### src/rtl/mac_acc.sv
module mac_acc #(
  parameter int OP_W = 16
) (
  input  logic              clk,
  input  logic              clr_n,
  input  logic              en,
  input  logic [OP_W-1:0]   op_a,
  input  logic [OP_W-1:0]   op_b,
  output logic [2*OP_W:0]   acc_o
);
  localparam int PW = 2*OP_W;
  localparam int AW = PW + 1;
  localparam int GW = 4;
  localparam int NG = (AW + GW - 1) / GW;
  localparam int XW = NG * GW;

  logic [PW-1:0] prod;
  logic [PW-1:0] sum_q;
  logic          cy_q;
  logic [AW-1:0] nxt;

  assign prod = op_a * op_b;

  logic [XW-1:0] xa, xb, xs;
  logic [XW-1:0] g, p;
  logic [NG:0]   gc;

  assign xa = XW'({cy_q, sum_q});
  assign xb = XW'(prod);
  assign g  = xa & xb;
  assign p  = xa ^ xb;
  assign gc[0] = 1'b0;

  for (genvar k = 0; k < NG; k++) begin : g_blk
    logic [GW:0] c;
    logic        bg, bp;
    assign c[0] = gc[k];
    for (genvar i = 0; i < GW; i++) begin : g_bit
      assign c[i+1] = g[k*GW+i] | (p[k*GW+i] & c[i]);
      assign xs[k*GW+i] = p[k*GW+i] ^ c[i];
    end
    assign bp = &p[k*GW +: GW];
    assign bg = g[k*GW+3] | (p[k*GW+3] & g[k*GW+2]) |
                (p[k*GW+3] & p[k*GW+2] & g[k*GW+1]) |
                (p[k*GW+3] & p[k*GW+2] & p[k*GW+1] & g[k*GW]);
    assign gc[k+1] = bg | (bp & gc[k]);
  end

  assign nxt = xs[AW-1:0];

  always_ff @(posedge clk) begin
    if (!clr_n) begin
      sum_q <= '0;
      cy_q  <= 1'b0;
    end else if (en) begin
      sum_q <= nxt[PW-1:0];
      cy_q  <= nxt[PW];
    end
  end

  assign acc_o = {cy_q, sum_q};

  logic seen;
  always_ff @(posedge clk) seen <= 1'b1;

  p_clear_r1: assert property (@(posedge clk) !clr_n |=> acc_o == '0);
  p_clr_pri_r2: assert property (@(posedge clk) (!clr_n && en) |=> acc_o == '0);
  p_acc_r3: assert property (@(posedge clk) disable iff (!clr_n)
    (seen && en) |=> acc_o == AW'($past(acc_o) + AW'($past(op_a) * $past(op_b))));
  p_hold_r4: assert property (@(posedge clk) disable iff (!clr_n)
    (seen && !en) |=> $stable(acc_o));
  p_carry_keep_r5: assert property (@(posedge clk) disable iff (!clr_n)
    (seen && acc_o[PW] && !en) |=> acc_o[PW]);
endmodule

### config.mk
export PLATFORM = sky130hd
export DESIGN_NAME = mac_acc
export DESIGN_NICKNAME = d
export VERILOG_FILES = /design/src/rtl/mac_acc.sv
export SDC_FILE = /design/constraint.sdc
export NUM_CORES = 1
export LEC_CHECK = 0
export BUFFER_PORTS_ARGS = -buffer_cell sky130_fd_sc_hd__buf_2
export CORE_ASPECT_RATIO = 0.5
export CORE_UTILIZATION = 50
export DETAILED_ROUTE_END_ITERATION = 7
export PLACE_DENSITY = 0.76
export SYNTH_ARGS = -nofsm -noshare
export SYNTH_HDL_FRONTEND = slang
export SYNTH_SLANG_ARGS = --single-unit
export TNS_END_PERCENT = 30
### constraint.sdc
create_clock -name clk -period 23.3 [get_ports clk]
set_clock_uncertainty 0.1 [all_clocks]
set_input_delay 1.165 -clock clk [delete_from_list [all_inputs] [get_ports clk]]
set_output_delay 1.165 -clock clk [all_outputs]
set_load 0.01 [all_outputs]
==> flow_metrics.py <==
metrics = {
    "global_route": {
        "grt_first_pass_wirelength_mm": 45.6,
        "grt_usage_pct": 24.6,
        "grt_max_degree": 57,
        "grt_pass1_vias": 9071,
        "gr-total-overflow": 0,
        "antenna_found_initial": 0,
    },
    "critical_path": {
        "cp_max_fo": 16,
        "crit_buf_inv": 4,
        "required_ps": 23420,
        "worstPathArrival_ps": 9570,
        "cp_common_cell": "fa_1",
        "crit_slowest_cell": "fa_1",
        "cp-end-kind": "flop",
        "critPathTopFamily": "adder cells",
        "crit_path_max_incr_delay_ps": 540,
        "path_class": "in -> reg",
        "start_kind": "primary input",
    },
    "logic_synthesis": {
        "synth-edff-count": 0,
        "synth_area_leaders": "fa_1 38%, ha_1 15%, inv_1 9.1%",
        "yosys.area.top_type": "fa_1",
        "netlist_top_cells_count": "275 x inv_1, 217 x fa_1, 157 x and2_1",
        "ys_seq_area_share_pct": 5.80,
        "syn_nets": 1673,
        "yosysMostFrequentCell": "inv_1",
        "ys.flop_type": "dfxtp_1",
        "synth.avg_cell_area_um2": 8.86,
        "ys_seq_elements": 33,
        "netlist_area_um2": 11400,
        "ys_warn_count": 0,
        "yosysUniqueCellTypes": 50,
        "synthCells": 1285,
        "synth.top_cell.area_share_pct": 38.1,
        "ys_async_sr_fraction_pct": 0,
    },
    "drt": {
        "drtAntennaViolNets": 0,
        "wl_per_cell_um": 16.8,
        "drt_iter0_drc": 540,
        "vias_per_cell": 5.34,
        "firstDrtPassIters": 5,
        "finalWirelength_mm": 27.1,
        "drc": 0,
        "vias": 8597,
    },
    "sta": {
        "fmax_mhz": 106,
        "finalSetupTns_ps": 0,
        "tightest_slew_ps": 1050,
        "timing.max_slew.rel_slack_pct": 30.1,
        "final-setup-viol-count": 0,
        "rsz0062_at_grt": "false",
        "fin_crit_sh_pct": 40.6,
        "min_period_ps": 9450,
        "final_max_slew_viol_count": 0,
        "finalHoldViolCount": 0,
    },
    "layout": {
        "fillerInstances": 1926,
        "nNetsFinal": 1696,
        "regArea_um2": 661,
        "multi_input_area_um2": 9490,
        "area_growth_syn_to_layout_pct": 6.02,
        "drive_gt1_share_pct": 6.42,
        "antennaDiodeCount": 0,
    },
    "placement": {
        "port_buffers": 67,
        "place.gp.congestion": 0.902,
        "dp_hpwl_mm": 21.7,
    },
    "floorplan": {
        "core_um2": 22000,
        "ios": 68,
        "start_util_pct": 51.7,
        "die_w_um": 215,
        "die_h_um": 109,
        "die_area_um2": 23400,
        "fp-row-count": 38,
    },
    "job": {
        "max_cap_violations": 0,
    },
    "clocking": {
        "tritoncts": "yes",
        "clk-insertion-delay-late_ps": 280,
        "ctsHtreeMaxLevel": 2,
        "clock_sinks": 33,
        "ctsResizeCount": 0,
        "clock_path_buffers": 2,
        "clockRootBuffer": "clkbuf_16",
        "cts_setup_buffers": 0,
        "cts_buffers": 5,
        "path_clk_slew_ps": 50,
        "holdBufCountCts": 0,
    },
    "worst_hold_path": {
        "holdCritPathClass": "reg -> reg",
    },
    "outcome": {
        "status": "finished, final reports clean",
    },
}
==> layer usage <==
layer | GRT usage, % | part of all wire (%) | vias to the layer above
li1 | - | - | 3973
met1 | 33.8 | 44 | 4301
met2 | 40.9 | 46 | 296
met3 | 5.13 | 8.6 | 27
met4 | 4.41 | 1.1 | 0
met5 | 0 | 0 | -
==> logic make-up (layout without fill, tap and decap cells) <==
family | count (synthesis) | in the layout | share of synthesized area, %
simple gates | 371 | 371 | 16.7
fa+ha+maj | 353 | 353 | 53.1
buf+inv | 327 | 351 | 10.8
compound gates | 144 | 144 | 8.94
xor+xnor | 43 | 43 | 3.31
flops | 33 | 33 | 5.80
mux | 14 | 14 | 1.27
==> worst reg2reg max path: stages, from the launching register on <==
cell and delay (ps):
dfxtp_1 340, ha_1 340, nand2_1 60, o21ai_0 330
nand3_1 130, nand3_1 170, o22ai_1 200, o31a_1 360
nor2b_1 160, fa_1 410, fa_1 430, fa_1 420
xnor2_1 160, mux2i_1 90, nor2b_1 140
==> path summary, 6_finish.rpt <==
kind / start / to / slack, ps / cells after the start
min: sum_q[7] / sum_q[7] / 410 / 1
max: op_a[9] / sum_q[31] / 13850 / 32
min reg2reg: sum_q[7] / sum_q[7] / 410 / 1
max reg2reg: sum_q[3] / sum_q[31] / 19410 / 14
==> state kept, by name (all words and copies together) (netlist names) <==
register and flops:
sum_q 32, cy_q 1
==> per-stage QoR <==
step                      worst slack, ps  area, µm²  utilization (%)  cells  hold slack, ps
final                               13850      12100             54.8   1609             414
after global routing                13440      12100             54.8   1609             432
after CTS                           13850      12100             54.8   1609             416
after detailed placement            13570      11900             54.1   1601             401
after global placement              13770      11900             54.1   1601             392
after floorplan                     14250      11400                -   1285             445
==> cells in the final DEF, fill, tap and decap left out, types with 13 or more instances in the layout <==
cell type  synthesis  layout
inv_1            275     275
fa_1             217     217
and2_1           157     157
nand2_1          145     145
ha_1             136     136
buf_2              2      67
a21oi_1           39      39
xnor2_1           33      33
dfxtp_1           33      33
o211a_1           22      22
nor2_1            21      21
a21o_1            19      19
o21ai_0           19      19
nor2b_1           17      17
mux2i_1           13      13
==> layout make-up <==
type	instances	share of cell area (%)
sequential	33	5.47
inverter	276	8.58
clock buffer	7	1.18
tap	300	3.11
clock inverter	1	0.249
timing repair buffer	67	2.78
multi-input combinational	925	78.6
Power is not shown: default switching activity piles up to over one toggle a cycle in this logic, so the estimate is an artifact.
